## src/rtl/crtc_port_pkg.sv

```systemverilog
package crtc_port_pkg;

  // Status bit that mirrors vertical retrace
  localparam int STATUS_VR_BIT = 5;

  typedef enum logic [1:0] {
    ACC_IDLE     = 2'd0,
    ACC_INDEX_WR = 2'd1,
    ACC_REG_WR   = 2'd2,
    ACC_READ     = 2'd3
  } acc_kind_t;

  // Status byte: only the retrace bit is ever set
  function automatic logic [7:0] status_byte(input logic vr);
    logic [7:0] b;
    b = '0;
    b[STATUS_VR_BIT] = vr;
    return b;
  endfunction

  // Classify one bus cycle given the strobe edge
  function automatic acc_kind_t classify(input logic rise, input logic sel_n,
                                         input logic rd, input logic rsel,
                                         input logic strobe);
    if (!sel_n && rd && strobe) return ACC_READ;
    if (rise && !sel_n && !rd) return rsel ? ACC_REG_WR : ACC_INDEX_WR;
    return ACC_IDLE;
  endfunction

endpackage

```

## src/rtl/crtc_port_decode.sv

```systemverilog
module crtc_port_decode #(
  parameter int IDX_W = 5,
  parameter int DW    = 8
) (
  input  logic             clk,
  input  logic             rst_n,
  input  logic             cs_n,
  input  logic             rs,
  input  logic             rw,
  input  logic             en,
  input  logic [DW-1:0]    din,
  output logic [IDX_W-1:0] idx,
  output logic             wr_index,
  output logic             wr_reg,
  output logic             rd_active
);
  import crtc_port_pkg::*;

  logic      en_q;
  logic      strobe_rise;
  acc_kind_t kind;

  // Previous strobe level: a write is taken only on a fresh rise
  always_ff @(posedge clk or negedge rst_n) begin
    if (!rst_n) en_q <= 1'b0;
    else        en_q <= en;
  end

  assign strobe_rise = en & ~en_q;
  assign kind        = classify(strobe_rise, cs_n, rw, rs, en);
  assign wr_index    = (kind == ACC_INDEX_WR);
  assign wr_reg      = (kind == ACC_REG_WR);
  assign rd_active   = (kind == ACC_READ);

  // Index register: upper data bits beyond IDX_W are dropped
  always_ff @(posedge clk or negedge rst_n) begin
    if (!rst_n)        idx <= '0;
    else if (wr_index) idx <= din[IDX_W-1:0];
  end

endmodule

```

## src/rtl/crtc_port_regs.sv

```systemverilog
module crtc_port_regs #(
  parameter int NUM_CFG = 14,
  parameter int ADDR_W  = 14,
  parameter int IDX_W   = 5,
  parameter int DW      = 8
) (
  input  logic                  clk,
  input  logic                  rst_n,
  input  logic                  wr_reg,
  input  logic [IDX_W-1:0]      idx,
  input  logic [DW-1:0]         din,
  input  logic [ADDR_W-1:0]     pen_addr,
  output logic [NUM_CFG*DW-1:0] cfg_regs,
  output logic [ADDR_W-1:0]     cursor_addr,
  output logic [DW-1:0]         rd_data
);
  localparam int HI_W = ADDR_W - DW;
  localparam logic [IDX_W-1:0] I_CUR_HI = IDX_W'(NUM_CFG);
  localparam logic [IDX_W-1:0] I_CUR_LO = IDX_W'(NUM_CFG + 1);
  localparam logic [IDX_W-1:0] I_PEN_HI = IDX_W'(NUM_CFG + 2);
  localparam logic [IDX_W-1:0] I_PEN_LO = IDX_W'(NUM_CFG + 3);

  logic [HI_W-1:0] cur_hi;
  logic [DW-1:0]   cur_lo;

  // One storage byte per write-only timing register
  for (genvar g = 0; g < NUM_CFG; g++) begin : g_cfg
    logic [DW-1:0] q;
    always_ff @(posedge clk or negedge rst_n) begin
      if (!rst_n)                              q <= '0;
      else if (wr_reg && idx == IDX_W'(g))     q <= din;
    end
    assign cfg_regs[g*DW +: DW] = q;
  end

  always_ff @(posedge clk or negedge rst_n) begin
    if (!rst_n) begin
      cur_hi <= '0;
      cur_lo <= '0;
    end else if (wr_reg) begin
      if (idx == I_CUR_HI) cur_hi <= din[HI_W-1:0];
      if (idx == I_CUR_LO) cur_lo <= din;
    end
  end

  assign cursor_addr = {cur_hi, cur_lo};

  // Read mux: write-only and undefined indexes return zero
  always_comb begin
    rd_data = '0;
    case (idx)
      I_CUR_HI: rd_data = DW'(cur_hi);
      I_CUR_LO: rd_data = cur_lo;
      I_PEN_HI: rd_data = DW'(pen_addr[ADDR_W-1:DW]);
      I_PEN_LO: rd_data = pen_addr[DW-1:0];
      default:  rd_data = '0;
    endcase
  end

endmodule

```

## src/rtl/crtc_port_pen.sv

```systemverilog
module crtc_port_pen #(
  parameter int ADDR_W = 14
) (
  input  logic              clk,
  input  logic              rst_n,
  input  logic              pen,
  input  logic [ADDR_W-1:0] refresh_addr,
  output logic              pen_edge,
  output logic [ADDR_W-1:0] pen_addr
);
  logic sync_a, sync_b, sync_c;

  // Two synchronizing flops, then one flop for edge detection
  always_ff @(posedge clk or negedge rst_n) begin
    if (!rst_n) begin
      sync_a <= 1'b0;
      sync_b <= 1'b0;
      sync_c <= 1'b0;
    end else begin
      sync_a <= pen;
      sync_b <= sync_a;
      sync_c <= sync_b;
    end
  end

  assign pen_edge = sync_b & ~sync_c;

  always_ff @(posedge clk or negedge rst_n) begin
    if (!rst_n)        pen_addr <= '0;
    else if (pen_edge) pen_addr <= refresh_addr;
  end

endmodule

```

## src/rtl/crtc_cpu_port.sv

```systemverilog
module crtc_cpu_port #(
  parameter int NUM_CFG = 14,
  parameter int ADDR_W  = 14,
  parameter int IDX_W   = 5,
  parameter int DW      = 8
) (
  input  logic                  clk,
  input  logic                  rst_n,
  input  logic                  cs_n,
  input  logic                  rs,
  input  logic                  rw,
  input  logic                  en,
  input  logic [DW-1:0]         din,
  output logic [DW-1:0]         dout,
  output logic                  dout_oe,
  input  logic                  vretrace,
  input  logic [ADDR_W-1:0]     refresh_addr,
  input  logic                  pen,
  output logic [NUM_CFG*DW-1:0] cfg_regs,
  output logic [ADDR_W-1:0]     cursor_addr
);
  import crtc_port_pkg::*;

  logic [IDX_W-1:0]  idx_w;
  logic              wr_index;
  logic              wr_reg;
  logic              wr_any;
  logic              rd_active;
  logic              pen_edge;
  logic [ADDR_W-1:0] pen_addr;
  logic [DW-1:0]     rd_data;
  logic [DW-1:0]     stat;

  crtc_port_decode #(.IDX_W(IDX_W), .DW(DW)) u_decode (
    .clk(clk), .rst_n(rst_n), .cs_n(cs_n), .rs(rs), .rw(rw), .en(en),
    .din(din), .idx(idx_w), .wr_index(wr_index), .wr_reg(wr_reg),
    .rd_active(rd_active)
  );

  crtc_port_regs #(.NUM_CFG(NUM_CFG), .ADDR_W(ADDR_W), .IDX_W(IDX_W), .DW(DW)) u_regs (
    .clk(clk), .rst_n(rst_n), .wr_reg(wr_reg), .idx(idx_w), .din(din),
    .pen_addr(pen_addr), .cfg_regs(cfg_regs), .cursor_addr(cursor_addr),
    .rd_data(rd_data)
  );

  crtc_port_pen #(.ADDR_W(ADDR_W)) u_pen (
    .clk(clk), .rst_n(rst_n), .pen(pen), .refresh_addr(refresh_addr),
    .pen_edge(pen_edge), .pen_addr(pen_addr)
  );

  assign wr_any  = wr_index | wr_reg;
  assign stat    = DW'(status_byte(vretrace));
  assign dout_oe = rd_active;
  assign dout    = rd_active ? (rs ? rd_data : stat) : '0;

endmodule

```

## config.mk

```make
export PLATFORM = sky130hd
export DESIGN_NAME = crtc_cpu_port
export DESIGN_NICKNAME = d
export VERILOG_FILES = /design/src/rtl/crtc_port_pkg.sv /design/src/rtl/crtc_port_decode.sv /design/src/rtl/crtc_port_regs.sv /design/src/rtl/crtc_port_pen.sv /design/src/rtl/crtc_cpu_port.sv
export SDC_FILE = /design/constraint.sdc
export NUM_CORES = 1
export LEC_CHECK = 0
export BUFFER_PORTS_ARGS = -buffer_cell sky130_fd_sc_hd__buf_4
export CAP_MARGIN = 20
export CORE_MARGIN = 2
export CORE_UTILIZATION = 52
export CTS_CLUSTER_DIAMETER = 30
export DETAILED_ROUTE_END_ITERATION = 8
export PLACE_DENSITY = 0.87
export SLEW_MARGIN = 40
export SYNTH_ARGS = -nofsm -noshare
export SYNTH_HDL_FRONTEND = slang
export SYNTH_SLANG_ARGS = --single-unit
```

## constraint.sdc

```tcl
create_clock -name clk -period 2.6 [get_ports clk]
set_input_delay 0.26 -clock clk [delete_from_list [all_inputs] [get_ports clk]]
set_output_delay 0.26 -clock clk [all_outputs]
set_load 0.02 [all_outputs]
```

== Word level (Yosys, flattened, before mapping) ==
Index checks and enable logic that the tools add are counted.
Storage, ports and cells
  register bits: 149
  output and inout bits: 135
  logic and storage cells: 80
Cells by class
  equal/unequal tests: 20
  mux-type cells: 11
  bitwise operators: 4
  reductions and logical operators: 23
Operators with widths (number)
  $eq A5 B4 Y1 const B: 8
  $pmux W8 S4: 1
  $eq A5 B3 Y1 const B: 4
  $logic_and A1 B1 Y1: 18
  $mux W8: 2
  $eq A5 B2 Y1 const B: 2
  $eq A5 B5 Y1 const B: 2
  $mux W2: 5
  $eq A5 B1 Y1 const B: 1
  $logic_not A5 Y1: 1
  $eq A2 B2 Y1 const B: 2
  $reduce_and A2 Y1: 2
  $mux W1: 3
  $and A1 B1 Y1: 2
  $eq A2 B1 Y1 const B: 1
  $logic_not A1 Y1: 2
  $not A1 Y1: 2

== Logic depth before layout (Yosys ltp) ==
  depth after elaboration: 10
  gate-level depth with buffers: 5
  depth with buffers taken out: 3

== By module ==
A second synthesis with hierarchy kept.
Second synthesis, totals
  cells, all modules: 378
  area total of the unflattened synthesis: 6053.3 um^2
By module, submodules not included
  crtc_port_regs: times used 1, cells an instance 319, area each 5072.4 um^2, sequential area each 3153.0 um^2
  crtc_port_pen: times used 1, cells an instance 34, area each 661.9 um^2, sequential area each 425.4 um^2
  crtc_port_decode: times used 1, cells an instance 16, area each 250.2 um^2, sequential area each 150.1 um^2
  crtc_cpu_port: times used 1, cells an instance 9, area each 68.8 um^2, sequential area each 0.0 um^2

== Worst setup path after synthesis ==
OpenSTA, ideal clock, no wires.
  path kind: register to output
  start: reg u_decode.idx[1]
  end: out dout[5]
  arrival time: 1973 ps
  data required time: 2340 ps
  path slack: 367 ps
  cell stages (with the launch flop): 6
  path buffers: 2
  cells stage by stage: dfrtp_1 -> clkbuf_1 -> or4b_2 -> clkbuf_1 -> o22a_1 -> o21ai_0
On the way
  longest elaborated chain between the ends: 4
RTL lines
  start, declared: RTL line crtc_port_decode.sv:12  | output logic [IDX_W-1:0] idx,
  start signal, assigned: RTL line crtc_port_decode.sv:38  | else if (wr_index) idx <= din[IDX_W-1:0];
  $eq A5 B5 Y1 / $eq A5 B4 Y1 (equally long branches): RTL line crtc_port_regs.sv:51  | case (idx)
  $pmux W8 S4 (*): RTL line crtc_port_regs.sv:51
  $mux W8 (*) (2 in a row): RTL line crtc_cpu_port.sv:54  | assign dout = rd_active ? (rs ? rd_data : stat) : '0;
  end, declared: RTL line crtc_cpu_port.sv:14  | output logic [DW-1:0] dout,
Mark *: on every way between the ends. The rest lies on a longest branch, timed or not.

== Worst setup path after layout ==
Ends and elaborated chain as after synthesis.

==> flow_summary.json <==
{
  "status": "finished, final reports clean",
  "cts-buffers-inserted": 17,
  "drive_gt1_share_pct": 63.8,
  "pwr_density_cell_nw_per_um2": 728,
  "final.period_utilization_pct": 92.1,
  "drt_first_pass_iters": 4,
  "finalSetupTns_ns": 0,
  "instances_no_fill": 715,
  "path_max_fanout": 11,
  "setup_viol": 0,
  "io-pin-count": 165,
  "io_buffers": 164,
  "synth_common_cells": "dfrtp_1, mux2_2, clkbuf_1",
  "ys.flop_type": "dfrtp_1",
  "fin_nets": 589,
  "synth_most_common_cell": "dfrtp_1",
  "hold_path_class": "in2reg",
  "nFillCells": 800,
  "synth_cell_types": 34,
  "fin_worst_skew_ns": 0.00634,
  "hold_viol": 0,
  "synth-edff-count": 0,
  "rows": 39,
  "drtAntennaViolNets": 0,
  "final_core_util_pct": 70.8,
  "syn_area_per_cell_um2": 15.9,
  "insertion_delay_ns": 0.41,
  "grt.overflow.total": 0,
  "r2r_slack_ns": 0.46,
  "ys_seq_area_share_pct": 60.9,
  "end_kind": "output port",
  "drt_iter0_drc": 297,
  "die_h_um": 113,
  "rsz0062_at_grt": "no",
  "r2r-end": "u_regs.g_cfg[8].q[3]$_DFFE_PN0P_",
  "whs_endpoint": "u_pen.pen_addr[1]$_DFFE_PN0P_",
  "irDropWorstVdd_uv": 385,
  "viasPerCell": 5.58,
  "cp-start-kind": "flip-flop",
  "clock-root-buffer": "clkbuf_16",
  "cts_htree_levels": 4,
  "netlist_area_um2": 6130,
  "die_x_um": 113,
  "worstReg2RegStart": "u_decode.idx[4]$_DFFE_PN0N_",
  "final-max-slew-violation-count": 0,
  "multiInputGateArea_um2": 2310,
  "synthCells": 386,
  "dp_cells": 680,
  "area_growth_syn_to_layout_pct": 32.5,
  "place_congestion": 0.914,
  "first_global_vias": 4210,
  "antenna_found_initial": 0,
  "synthArstFlopShare_pct": 100,
  "max_clock_freq_ghz": 0.417,
  "clkTransAtPathRegs_ns": 0.06,
  "wl_per_cell_um": 21.5,
  "place_ws_ns": 0.451,
  "fin_total_pwr_uw": 5910,
  "clock_path_buffers": 2,
  "grt_max_degree": 64,
  "core_area_um2": 11500,
  "seq_area_um2": 3730,
  "n_antenna_cell": 0,
  "whs_path_depth": 2,
  "cap_violations": 0,
  "p_leak_uw": 0.00418,
  "ys_top_cells_by_area": "dfrtp_1, mux2_2, nor4_4, mux2i_1, nor3_4",
  "dieArea_um2": 12700,
  "cts_tree": "built",
  "synth_nets": 416,
  "synth_warnings": 0,
  "synth_top_area_share_pct": 60.9,
  "wl_um": 15400,
  "hp-start": "refresh_addr[1]",
  "clkSinkCount": 149,
  "worstPathArrival_ns": 2.14,
  "vias": 3993,
  "min_period_ns": 2.40,
  "grtUsageTotal_pct": 25.3,
  "start_util_pct": 53.4,
  "synth_top_area_cell": "dfrtp_1",
  "cp_data_required_time_ns": 2.34,
  "worstMarginPinSlew_ns": 0.638,
  "timing.slew.headroom_pct": 57.1,
  "worst-setup-path-type": "reg2out",
  "drc": 0,
  "rr_worst_depth": 3,
  "dp_hpwl_um": 10300,
  "fin_ws_ns": 0.205,
  "synth-seq-cells": 149,
  "grt_pass1_wl_um": 24400
}
repair_timing:
item | in CTS | in global routing
endpoints found under the setup margin | 0 | 2
gates resized for setup | 0 | 1
hold buffers | 3 | 0
setup buffers | 0 | 0
hold endpoints to repair | 63 | 0
registers in the layout, indices dropped and copies added (netlist names):
register and cells:
u_decode.idx 5, u_pen.sync_c 1, u_regs.cur_hi 6, u_pen.pen_addr 14
u_decode.en_q 1, u_regs.cur_lo 8, u_pen.sync_b 1, u_regs.g_cfg.q 112
u_pen.sync_a 1
cell type report:
type / instances / area share [%]
Clock buffer: 20 / 5.62
Clock inverter: 12 / 1.29
Multi-Input combinational cell: 216 / 28.5
Sequential cell: 149 / 45.9
Tap cell: 143 / 2.20
Timing Repair Buffer: 175 / 16.5
cell usage in the layout (no fill, tap or decap), types with 2 or more instances in the layout:
cell type / instances
dfrtp_1: 149
buf_4: 170
nor4_4: 6
nand4_1: 3
a22oi_1: 2
nand3_1: 2
mux2_2: 145
nand2b_1: 2
clkinv_2: 4
nand2_1: 3
o22a_1: 6
nor2_1: 8
mux2i_1: 12
and2_1: 2
nor3_4: 4
clkbuf_16: 17
clkinvlp_4: 5
clkbuf_8: 2
nor2b_1: 4
or4b_4: 3
dlygate4sd3_1: 3
worst max path at each step:
stage / startpoint / end / slack, ns / cells past startpoint
after floorplan: u_decode.idx[1]$_DFFE_PN0N_ / dout[5] / 0.37 / 5
after global placement: cs_n / u_regs.g_cfg[3].q[5]$_DFFE_PN0P_ / 0.51 / 4
after detailed placement: cs_n / u_regs.g_cfg[3].q[1]$_DFFE_PN0P_ / 0.45 / 4
after CTS: u_decode.idx[1]$_DFFE_PN0N_ / dout[5] / 0.01 / 4
after global routing: u_decode.idx[3]$_DFFE_PN0N_ / dout[5] / 0.08 / 4
final: u_decode.idx[1]$_DFFE_PN0N_ / dout[5] / 0.20 / 4
where the power goes:
group / leakage (uW) / total (uW) / internal (uW) / switching (uW)
clock network: 0.000264 / 2310 / 1360 / 953
registers: 0.00201 / 2660 / 2510 / 149
logic: 0.00190 / 940 / 431 / 509
total: 0.00418 / 5910 / 4300 / 1610
layer usage:
layer  global-route usage, %  part of all wire (%)  vias up
li1                        -                     -     1754
met1                    33.3                    42     2086
met2                    41.3                    50      139
met3                    7.56                   6.8       14
met5                       0                     0        -
met4                    6.99                   1.2        0
worst max-delay path, cell delays in order, from the launching register on:
cell and delay (ns):
dfrtp_1 0.49, or4b_4 0.64, o22a_1 0.18, o21ai_0 0.22
buf_4 0.19
through the flow:
step | hold slack (ns) | instance area [um^2]
floorplan | -0.0356 | 6130
global placement | 0.262 | 7520
detailed placement | 0.276 | 7520
CTS | 0.0663 | 8120
global route | 0.0629 | 8120
finish | 0.0790 | 8120
cells by family (layout without fill, tap and decap cells):
group                  Yosys count  after routing  synth area share (%)
AO/OA/AOI/OAI                    9              9                  1.18
multiplexers                   157            157                  28.6
flip-flops                     149            149                  60.9
buffers and inverters           21            207                  1.47
AND/OR/NAND/NOR                 50             50                  7.88
No activity file was read; power rests on OpenSTA's default activity.
